[src/rtl/cfl_pkg.sv]
package cfl_pkg;
  typedef enum logic [1:0] {
    OP_HOLD = 2'b00,
    OP_STEP = 2'b01,
    OP_CALL = 2'b10,
    OP_RET  = 2'b11
  } op_class_e;
endpackage

[src/rtl/cfl_rst_sync.sv]
module cfl_rst_sync #(
  parameter int STAGES = 2
) (
  input  logic clk,
  input  logic rst_n_in,
  output logic rst_n_out
);
  logic [STAGES-1:0] sync_q;

  always_ff @(posedge clk or negedge rst_n_in) begin
    if (!rst_n_in) sync_q <= '0;
    else           sync_q <= {sync_q[STAGES-2:0], 1'b1};
  end

  assign rst_n_out = sync_q[STAGES-1];
endmodule

[src/rtl/cfl_link_pack.sv]
module cfl_link_pack #(
  parameter int DATA_W = 32,
  parameter int PC_W   = 9
) (
  input  logic [PC_W-1:0]   ret_addr,
  input  logic              cur_z,
  input  logic              cur_c,
  input  logic              save_z,
  input  logic              save_c,
  input  logic [DATA_W-1:0] old_word,
  output logic [DATA_W-1:0] link_word
);
  localparam int C_POS = PC_W;
  localparam int Z_POS = PC_W + 1;

  always_comb begin
    link_word = old_word;
    link_word[PC_W-1:0] = ret_addr;
    if (save_c) link_word[C_POS] = cur_c;
    if (save_z) link_word[Z_POS] = cur_z;
  end
endmodule

[src/rtl/cfl_link_unpack.sv]
module cfl_link_unpack #(
  parameter int DATA_W = 32,
  parameter int PC_W   = 9
) (
  input  logic [DATA_W-1:0] link_word,
  output logic [PC_W-1:0]   ret_addr,
  output logic              link_z,
  output logic              link_c
);
  localparam int C_POS = PC_W;
  localparam int Z_POS = PC_W + 1;

  assign ret_addr = link_word[PC_W-1:0];
  assign link_c   = link_word[C_POS];
  assign link_z   = link_word[Z_POS];
endmodule

[src/rtl/callret_link.sv]
module callret_link
  import cfl_pkg::*;
#(
  parameter int DATA_W = 32,
  parameter int PC_W   = 9,
  parameter int REG_AW = 4
) (
  input  logic              clk,
  input  logic              rst_n,
  input  logic [1:0]        op_class,
  input  logic [PC_W-1:0]   op_target,
  input  logic [REG_AW-1:0] op_reg,
  input  logic              mod_z,
  input  logic              mod_c,
  input  logic [DATA_W-1:0] reg_rdata,
  output logic [PC_W-1:0]   pc,
  output logic              flag_z,
  output logic              flag_c,
  output logic              reg_we,
  output logic [REG_AW-1:0] reg_waddr,
  output logic [DATA_W-1:0] reg_wdata
);
  localparam int LINK_W = PC_W + 2;

  logic rst_n_s;
  op_class_e op;
  logic [PC_W-1:0]   pc_q, pc_d, pc_inc, ret_pc;
  logic              z_q, z_d, c_q, c_d, link_z, link_c;
  logic              we_q, we_d;
  logic [REG_AW-1:0] waddr_q;
  logic [DATA_W-1:0] wdata_q, link_word;
  logic              state_en, wr_en;

  cfl_rst_sync #(.STAGES(2)) u_rst_sync (
    .clk(clk), .rst_n_in(rst_n), .rst_n_out(rst_n_s)
  );

  assign op     = op_class_e'(op_class);
  assign pc_inc = pc_q + PC_W'(1);

  cfl_link_pack #(.DATA_W(DATA_W), .PC_W(PC_W)) u_pack (
    .ret_addr(pc_inc), .cur_z(z_q), .cur_c(c_q),
    .save_z(mod_z), .save_c(mod_c),
    .old_word(reg_rdata), .link_word(link_word)
  );

  cfl_link_unpack #(.DATA_W(DATA_W), .PC_W(PC_W)) u_unpack (
    .link_word(reg_rdata), .ret_addr(ret_pc),
    .link_z(link_z), .link_c(link_c)
  );

  // next state
  always_comb begin
    pc_d = pc_q;
    z_d  = z_q;
    c_d  = c_q;
    we_d = 1'b0;
    unique case (op)
      OP_HOLD: ;
      OP_STEP: pc_d = pc_inc;
      OP_CALL: begin
        pc_d = op_target;
        we_d = 1'b1;
      end
      OP_RET: begin
        pc_d = ret_pc;
        if (mod_z) z_d = link_z;
        if (mod_c) c_d = link_c;
      end
      default: ;
    endcase
  end

  assign state_en = (op != OP_HOLD);
  assign wr_en    = (op == OP_CALL);

  // registers
  always_ff @(posedge clk or negedge rst_n_s) begin
    if (!rst_n_s) begin
      pc_q <= '0;
      z_q  <= 1'b0;
      c_q  <= 1'b0;
    end else if (state_en) begin
      pc_q <= pc_d;
      z_q  <= z_d;
      c_q  <= c_d;
    end
  end

  always_ff @(posedge clk or negedge rst_n_s) begin
    if (!rst_n_s) we_q <= 1'b0;
    else          we_q <= we_d;
  end

  always_ff @(posedge clk or negedge rst_n_s) begin
    if (!rst_n_s) begin
      waddr_q <= '0;
      wdata_q <= '0;
    end else if (wr_en) begin
      waddr_q <= op_reg;
      wdata_q <= link_word;
    end
  end

  assign pc        = pc_q;
  assign flag_z    = z_q;
  assign flag_c    = c_q;
  assign reg_we    = we_q;
  assign reg_waddr = waddr_q;
  assign reg_wdata = wdata_q;

  // a call lands on its target
  a_r2_call_target: assert property (@(posedge clk) disable iff (!rst_n_s)
    (op_class == 2'b10) |=> (pc == $past(op_target)));

  // a return loads pc from the low link bits only
  a_r6_ret_pc: assert property (@(posedge clk) disable iff (!rst_n_s)
    (op_class == 2'b11) |=> (pc == $past(reg_rdata[PC_W-1:0])));

  // flags move only on a return with the modifier set
  a_r7_flags_hold: assert property (@(posedge clk) disable iff (!rst_n_s)
    (op_class != 2'b11) |=> ($stable(flag_z) && $stable(flag_c)));

  a_r7_z_restore: assert property (@(posedge clk) disable iff (!rst_n_s)
    (op_class == 2'b11 && mod_z) |=> (flag_z == $past(reg_rdata[LINK_W-1])));

  // hold freezes pc
  a_r8_hold_pc: assert property (@(posedge clk) disable iff (!rst_n_s)
    (op_class == 2'b00) |=> $stable(pc));

  // the write strobe follows a call and only a call
  a_r9_we_after_call: assert property (@(posedge clk) disable iff (!rst_n_s)
    (op_class == 2'b10) |=> reg_we);

  a_r9_no_we_otherwise: assert property (@(posedge clk) disable iff (!rst_n_s)
    (op_class != 2'b10) |=> !reg_we);

  // upper bits of the written word follow the old register value
  a_r5_upper_kept: assert property (@(posedge clk) disable iff (!rst_n_s)
    (op_class == 2'b10) |=> (reg_wdata[DATA_W-1:LINK_W] == $past(reg_rdata[DATA_W-1:LINK_W])));
endmodule

[config.mk]
export PLATFORM = sky130hd
export DESIGN_NAME = callret_link
export DESIGN_NICKNAME = d
export VERILOG_FILES = /design/src/rtl/cfl_pkg.sv /design/src/rtl/cfl_rst_sync.sv /design/src/rtl/cfl_link_pack.sv /design/src/rtl/cfl_link_unpack.sv /design/src/rtl/callret_link.sv
export SDC_FILE = /design/constraint.sdc
export NUM_CORES = 1
export LEC_CHECK = 0
export ABC_AREA = 1
export ABC_CLOCK_PERIOD_IN_PS = 3800
export BUFFER_PORTS_ARGS = -buffer_cell sky130_fd_sc_hd__buf_4
export CORE_AREA = 5 5 73 75
export DETAILED_ROUTE_END_ITERATION = 8
export DIE_AREA = 0 0 78 80
export PLACE_DENSITY = 0.79
export SKIP_CTS_REPAIR_TIMING = 1
export SLEW_MARGIN = 40
export SYNTH_ARGS = -nofsm -noshare
export SYNTH_HDL_FRONTEND = slang
export SYNTH_SLANG_ARGS = --single-unit
[constraint.sdc]
create_clock -name clk -period 3.8 [get_ports clk]
set_input_delay 0.19 -clock clk [delete_from_list [all_inputs] [get_ports clk]]
set_output_delay 0.19 -clock clk [all_outputs]
set_load 0.02 [all_outputs]
==> results of run 1 <==
layout make-up:
type,count,area (um^2),share of cell area (%)
sequential,50,1250,41.2
multi-input combinational,198,827,27.2
clock buffer,7,86.3,2.84
timing repair buffer,100,753,24.8
inverter,13,48.8,1.60
tap,54,67.6,2.22
clock inverter,1,5.00,0.164
state kept, by name, summed over array words and instances, names as in the netlist:
signal / count
flag_c: 1
flag_z: 1
pc: 9
reg_waddr: 4
reg_wdata: 32
reg_we: 1
u_rst_sync.sync_q: 2
power breakdown:
part	switching [mW]	total [mW]	internal, mW
Combinational	0.225	0.407	0.181
Sequential	0.0678	0.676	0.609
Clock	0.164	0.311	0.147
kinds of logic (layout without fill, tap and decap cells):
logic type      after synthesis  after routing  synth area share (%)
compound gates               27             27                  6.55
other cells                   1              1                 0.171
xor+xnor                      3              3                  1.20
flops                        50             50                  56.9
fa+ha+maj                     1              1                 0.569
simple gates                166            166                  29.2
buf+inv                      23            121                  5.41
cells in the mapped netlist:
library cell,number,area [um^2]
xor2_1,2,17.5
a31oi_1,3,18.8
nand2_1,134,503
buf_6,2,22.5
buf_2,5,25.0
buf_4,3,22.5
dfrtp_1,50,1250
ha_1,1,12.5
nor2_1,19,71.3
o21bai_1,2,15.0
a21oi_1,11,55.1
o21ai_0,11,55.1
inv_2,3,11.3
conb_1,1,3.75
nor2_2,1,6.26
inv_1,10,37.5
nand3_1,12,60.1
xnor2_1,1,8.76
cells in the final DEF (no fill, tap or decap), drive strengths merged:
master	count
dlygate4sd3	1
a31oi	3
dfrtp	50
nand3	12
o21bai	2
clkinv	1
a21oi	11
nand2	134
xor2	2
inv	13
nor2	20
xnor2	1
buf	99
clkbuf	7
ha	1
o21ai	11
conb	1
critical path, stage by stage, from the launching register on:
cell and delay [ns]:
dfrtp_1 0.45, ha_1 0.23, nand2_1 0.07, nor2_1 0.16, nand2_1 0.07, nand2_1 0.08, nand3_1 0.07, a21oi_1 0.13
worst max path at each step:
stage | start | end | slack [ns]
after global placement | op_class[1] | reg_wdata[0] | 2.25
final | pc[0] | pc[8] | 2.45
after CTS | pc[0] | pc[8] | 2.43
after detailed placement | op_class[1] | reg_wdata[0] | 2.21
after global routing | pc[0] | pc[8] | 2.28
after floorplan | u_rst_sync.sync_q[1] | flag_c | 2.31
routing by layer:
layer / GRT usage [%] / up-vias / routed length (um)
met5: 0 / - / 0
met4: 6.25 / 0 / 76
met3: 5.42 / 7 / 437
met2: 31.3 / 66 / 2660
met1: 19.0 / 915 / 2120
li1: - / 1032 / -
stage by stage:
step	utilization, %	std cells	total power, mW	setup slack [ns]
global route	66.2	423	1.48	2.28
global placement	63.9	414	1.09	2.25
floorplan	-	271	0.897	2.31
detailed placement	64.0	414	1.10	2.21
finish	66.2	423	1.39	2.45
CTS	66.0	422	1.41	2.43
==> reports/metrics.cfg, run 1 <==
[worst_hold_path]
hold_depth=3
hold_path_end=reg_wdata[27]
hold_path_startpoint=reg_rdata[27]
min_path_type=input port to flop

[placement]
io_buffers=98
place_congestion=0.757
placed_area_mm2=0.00294
post-dp-hpwl_um=3970

[timing]
clock.fmax_mhz=742
setup_viol=0
worst_slew_pin_slew_ns=0.595
grt_setup_unrepaired=no
fin_setup_tns_ns=0
period_needed_ns=1.35
final-hold-violation-count=0
worst_hold_slack_ns=0.0843
skew_ns=0.00621
slew_violations=0
maxSlewHeadroom_pct=60.4
period_share_pct=35.5

[worst_setup_path]
r2r_setup_slack_ns=2.45
critPathRequiredTime_ns=4.03
r2r-start=pc[0]
critPathLaunchType=flop
reg2reg_depth=7
worstSetupEndpointType=flop
worstPathArrival_ns=1.57
path_class=flop to flop
path_max_fanout=6
r2r-end=pc[8]

[floorplan]
fp.dieArea_mm2=0.00624
die_w_um=78
core_area_mm2=0.00460
ios=99
rows=25
die_y_um=80
initial_core_util_pct=47.8

[yosys]
ys_ff_latch=50
netlist_instances=271
syn_area_per_cell_um2=8.11
yosysUniqueCellTypes=18
synth.net_count=323
yosysWarnings=0
netlist_area_mm2=0.00220
yosysSeqAreaShare_pct=56.9

[grt]
antenna_found_initial=0
grt_max_degree=49
grt_overflow=0
grt_use_total_pct=17.3
grt_pass1_wl_um=8660
grt_pass1_vias=1968

[final_layout]
nNetsFinal=420
diodes=0
final_cell_area_mm2=0.00304
fillers=406
areaGrowthSynthToFinish_pct=38.5
drive_above_1_share_pct=30.1

[clock_network]
cts.sinks=50
root_buffer=clkbuf_8
numCtsBuffers=5
cts_buffer_depth=2
htree_levels=2
clk_pin_slew_ns=0.09
worstSkewPairLatency_ns=0.30
cts_tree=yes

[routing]
routed_via_density=4.78
wl_per_cell_um=12.5
first_pass_iters=5
final_antenna_net_count=0
routed-via-count=2020
drc=0
drt_wl_total_um=5290
first_iter_violations=109

[flow_run]
max_cap_violations=0

[status]
status=finished, final reports clean

[pwr]
ir_drop_mv=0.241
p_leak_nw=1.68
power-per-cell-area_mw_per_mm2=458

No activity file was read; power rests on OpenSTA's default activity.
==> inputs of run 2 (changes only) <==
ABC_CLOCK_PERIOD_IN_PS = 1100   (was 3800)
CORE_AREA = 5 5 79 81   (was 5 5 73 75)
DIE_AREA = 0 0 84 86   (was 0 0 78 80)
PLACE_DENSITY = 0.7   (was 0.79)
clock period = 1.1 ns   (was 3.8 ns; I/O delays follow)
==> run 2 against run 1 <==
  * The run now ends with negative setup slack left
  * Critical path depth down 1
  * Flip-flop and latch count is the same
  * Via count up 8.0%
  * Sequential share of layout area fell by 5.6 points
  * Cell count is 13% higher
  * Final area up 16%
  * Setup slack got worse by 2.6 ns
  * Clock power rose to 3.4 times the previous value
  * Clock skew shrank 0.0038 ns
  * Highest routed layer unchanged
  * Combinational power rose to 4.2 times the previous value
==> reports/metrics.cfg, run 2 (synthesis results as in run 1) <==
[grt]
grt_max_degree=36
grt_overflow=0
antenna_found_initial=0
grt_use_total_pct=15.9
grt_pass1_vias=2054
grt_pass1_wl_um=9390

[clock_network]
cts_buffer_depth=2
cts_tree=yes
cts.sinks=50
root_buffer=clkbuf_8
worstSkewPairLatency_ns=0.29
clk_pin_slew_ns=0.08
numCtsBuffers=5
htree_levels=2

[timing]
fin_ws_ns=-0.122
setup_viol=6
period_needed_ns=1.22
grt_setup_unrepaired=yes
worst_slew_pin_slew_ns=0.581
skew_ns=0.00244
final-hold-violation-count=0
period_share_pct=111
clock.fmax_mhz=818
slew_violations=0
maxSlewHeadroom_pct=61.2

[pwr]
p_leak_nw=1.87
ir_drop_mv=0.540
power-per-cell-area_mw_per_mm2=1440

[floorplan]
rows=27
die_w_um=84
ios=99
die_y_um=86
fp.dieArea_mm2=0.00722
initial_core_util_pct=40.6
core_area_mm2=0.00541

[worst_setup_path]
path_class=flop to flop
worst_path_most_repeated_cell=nand2_2
worstPathArrival_ns=1.45
cp_num_buf_inv=0
worstSetupEndpointType=flop
r2r-end=pc[8]
cpPeakStageDelay_ns=0.45
slowest_stage=dfrtp_2
path_max_fanout=5
critPathRequiredTime_ns=1.33
crit_end=pc[8]
path_cells=nand2_2 -> nor2_1 -> nand2_1 -> nand2_2 -> nand3_2 -> a21oi_2
crit_family=simple AND/OR/NAND/NOR gates
startpoint=pc[4]
r2r_setup_slack_ns=-0.12
cp.depth=6
critPathLaunchType=flop
r2r-start=pc[4]
reg2reg_depth=6

[final_layout]
drive_above_1_share_pct=36.0
nNetsFinal=457
multiInputGateArea_um2=926
final_common_cell=nand2_1
regArea_mm2=0.00126
fillers=473
largest_register_ffs=32
finish.utilization_pct=65.4
layout_common_cells=nand2_1 (131), buf_4 (104), dfrtp_1 (43)
final_cell_count_no_fill=478
areaGrowthSynthToFinish_pct=60.9
diodes=0

[placement]
dp_cells=442
place_congestion=0.759
post-dp-hpwl_um=4240
io_buffers=98

[routing]
first_iter_violations=69
drt_wl_total_um=6080
drc=0
first_pass_iters=4
routed_via_density=4.56
routed-via-count=2181
final_antenna_net_count=0
wl_per_cell_um=12.7

[worst_hold_path]
min_path_type=input port to flop

[status]
violations=negative setup slack
status=finished, violations left

[flow_run]
max_cap_violations=0

[run 2: cell count changes in the layout (fill, tap and decap cells not counted), moves of 3 or more]
cell	previous run	this run
nand2_1	134	131
nand3_2	0	4
dfrtp_1	49	43
nor2_1	19	15
nand3_1	12	7
nand2_2	0	3
dfrtp_2	0	7
dlygate4sd3_1	1	26
buf_4	99	104
buf_6	0	7
[run 2: final cells by class]
cell class | count | area share, %
clock buffer | 7 | 2.44
clock inverter | 1 | 0.142
inverter | 13 | 1.38
multi-input combinational | 198 | 26.2
sequential | 50 | 35.6
tap | 72 | 2.55
timing repair buffer | 137 | 31.7
[run 2: per-layer routing]
layer  global-route usage, %  up-vias  wire length [um]
li1                        -     1106                 -
met1                    19.0      997              2600
met2                    26.9       71              2940
met3                    6.63        7               470
met4                    3.95        0                55
met5                       0        -                 0
[run 2: worst min path at each step]
stage | endpoint | from | slack, ns | cells past startpoint
after floorplan | u_rst_sync.sync_q[0] | rst_n | -0.24 | 0
after global placement | u_rst_sync.sync_q[0] | rst_n | -0.16 | 1
after detailed placement | u_rst_sync.sync_q[0] | rst_n | -0.16 | 1
after CTS | u_rst_sync.sync_q[1] | rst_n | -0.49 | 1
after global routing | reg_wdata[10] | mod_z | 0.005 | 3
final | reg_wdata[10] | mod_z | 0.009 | 3
[run 2: power by group]
| part | switching [mW] | total (mW) | internal, mW |
|---|---|---|---|
| Sequential | 0.208 | 2.32 | 2.11 |
| Clock | 0.559 | 1.07 | 0.508 |
| Combinational | 0.907 | 1.72 | 0.811 |
[run 2: worst register-to-register path: cells and delay by family, from the launching register on]
family	cells	cell delay, ns
flops	1	0.45
compound gates	1	0.11
simple gates	5	0.59
[run 2: metrics by stage]
stage               setup TNS (ns)  power, mW  worst slack [ns]  cell area (um^2)  hold WS, ns
floorplan                   -0.154       3.12           -0.0575              2220       -0.241
global placement           -0.0114       3.86           -0.0114              3060       -0.162
detailed placement          -0.161       3.88           -0.0787              3060       -0.161
CTS                         -0.230       4.97           -0.0790              3150       -0.486
global route                -0.906       5.45            -0.178              3540      0.00479
finish                      -0.230       5.10            -0.122              3540      0.00914
==> inputs of run 3 (changes only) <==
CORE_AREA = 2 2 76 78   (was 5 5 79 81)
DIE_AREA = 0 0 78 80   (was 0 0 84 86)
==> run 3 against run 2 <==
  * The run ends with negative hold slack, negative setup slack left
  * First-iteration DRC count increased by 52%
  * Fmax increased by 4.0%
  * Worst hold slack got worse by 0.041 ns
  * Flip-flop and latch count unchanged
  * Routed wire length increased by 0.46%
  * Global-route usage increased by 2.7 points
  * Die area decreased by 14%
  * Cell count increased by 0.63%
  * Core utilization increased by 0.58 points
  * Critical path type unchanged
  * Largest cell class unchanged
  * Largest power group unchanged
  * Highest routed layer unchanged
==> reports/metrics.cfg, run 3 (synthesis results as in run 1) <==
[worst_setup_path]
worstPathArrival_ns=1.40
reg2reg_depth=7
critPathLaunchType=flop
crit_family=flip-flops
critPathRequiredTime_ns=1.33
r2r_setup_slack_ns=-0.07
path_max_fanout=4
r2r-start=pc[1]
slowest_stage=dfrtp_2
worst_path_most_repeated_cell=nand2_2
path_class=flop to flop
path_cells=ha_4 -> nand2_2 -> nor2_4 -> nand2_1 -> nand2_2 -> nand3_1 -> a21oi_1
worstSetupEndpointType=flop
cpPeakStageDelay_ns=0.42
r2r-end=pc[8]
cp_num_buf_inv=0

[grt]
grt_max_degree=36
grt_overflow=0
grt_pass1_vias=2019
grt_use_total_pct=18.6
grt_pass1_wl_um=9050
antenna_found_initial=0

[timing]
grt_setup_unrepaired=yes
final-hold-violation-count=1
worst_slew_pin_slew_ns=0.586
skew_ns=0.00463
maxSlewHeadroom_pct=60.8
worst_hold_slack_ns=-0.0322
period_needed_ns=1.17
slew_violations=0
period_share_pct=107
setup_viol=8
fin_setup_tns_ns=-0.214
fin_ws_ns=-0.0745
clock.fmax_mhz=851

[floorplan]
core_area_mm2=0.00541
initial_core_util_pct=40.6
rows=27
die_w_um=78
fp.dieArea_mm2=0.00624
die_y_um=80
ios=99

[status]
violations=negative hold slack, negative setup slack
status=finished, violations left

[placement]
place_congestion=0.781
pre_cts_ws_ns=-0.0666
io_buffers=98
dp_cells=445
post-dp-hpwl_um=4120

[flow_run]
max_cap_violations=0

[worst_hold_path]
hold_path_startpoint=reg_rdata[17]
min_path_type=input port to flop
hold_path_end=reg_wdata[17]
hold_depth=3

[final_layout]
final_common_cell=nand2_1
layout_common_cells=nand2_1 (130), buf_4 (109), dfrtp_1 (44)
final_cell_count_no_fill=481
diodes=0
drive_above_1_share_pct=36.4
fillers=496
areaGrowthSynthToFinish_pct=62.4
finish.utilization_pct=66.0
largest_register_ffs=32
nNetsFinal=460

[routing]
routed-via-count=2198
first_iter_violations=105
final_antenna_net_count=0
routed_via_density=4.57
drt_wl_total_um=6100
wl_per_cell_um=12.7
first_pass_iters=4
drc=0

[clock_network]
numCtsBuffers=5
cts_buffer_depth=2
cts_tree=yes
htree_levels=2
root_buffer=clkbuf_8
clk_pin_slew_ns=0.09
worstSkewPairLatency_ns=0.30
cts.sinks=50

[pwr]
ir_drop_mv=0.641
power_frac_comb_pct=33.2
pwr-share-seq_pct=43.0
p_leak_nw=1.88
switching_power_mw=1.73
pwr-share-clk_pct=23.8
swShare_pct=32.3
power-per-cell-area_mw_per_mm2=1500
power.internal_mw=3.63

## run 3: metrics by stage
| stage | hold slack, ns | instance area (um^2) | power, mW |
|---|---|---|---|
| floorplan | -0.241 | 2220 | 3.12 |
| global placement | -0.161 | 3090 | 3.87 |
| detailed placement | -0.161 | 3090 | 3.90 |
| CTS | -0.493 | 3200 | 5.18 |
| global route | -0.00277 | 3570 | 5.65 |
| finish | -0.0322 | 3570 | 5.35 |
## run 3: layer usage
layer  GRT usage, %  vias up  routed length [um]
met5              0        -                   0
met4           6.67        0                  70
met3           4.52        8                 318
met2           31.5       77                3000
met1           23.3      997                2710
li1               -     1116                   -
## run 3: worst reg2reg max path: stages, from the launching register on
cell     delay [ns]
dfrtp_2        0.42
ha_4           0.18
nand2_2        0.07
nor2_4         0.11
nand2_1        0.08
nand2_2        0.08
nand3_1        0.06
a21oi_1        0.12
## run 3: how the worst max path moves through the flow
stage | startpoint | endpoint | slack, ns | cells past startpoint
3_5_place_dp | pc[1] | pc[8] | -0.07 | 7
6_report | pc[1] | pc[8] | -0.07 | 7
2_1_floorplan | pc[1] | pc[6] | -0.06 | 5
3_3_place_gp | pc[1] | pc[8] | -0.02 | 7
5_1_grt | pc[1] | pc[8] | -0.13 | 7
4_1_cts | pc[1] | pc[6] | -0.07 | 5
## run 3: area by class of cell
cell class	instances	area, um^2	area share, %
sequential	50	1260	35.3
timing repair buffer	140	1140	31.8
multi-input combinational	198	923	25.9
tap	72	90.1	2.53
clock buffer	6	72.6	2.03
inverter	13	48.8	1.37
clock inverter	2	37.5	1.05
## run 3: power groups by stage
stage	registers [mW]	clock network (mW)	logic, mW
after floorplan	2.68	0	0.446
after global placement	2.32	0	1.55
after detailed placement	2.33	0	1.58
after CTS	2.30	1.31	1.58
after global routing	2.34	1.37	1.95
final	2.30	1.27	1.78
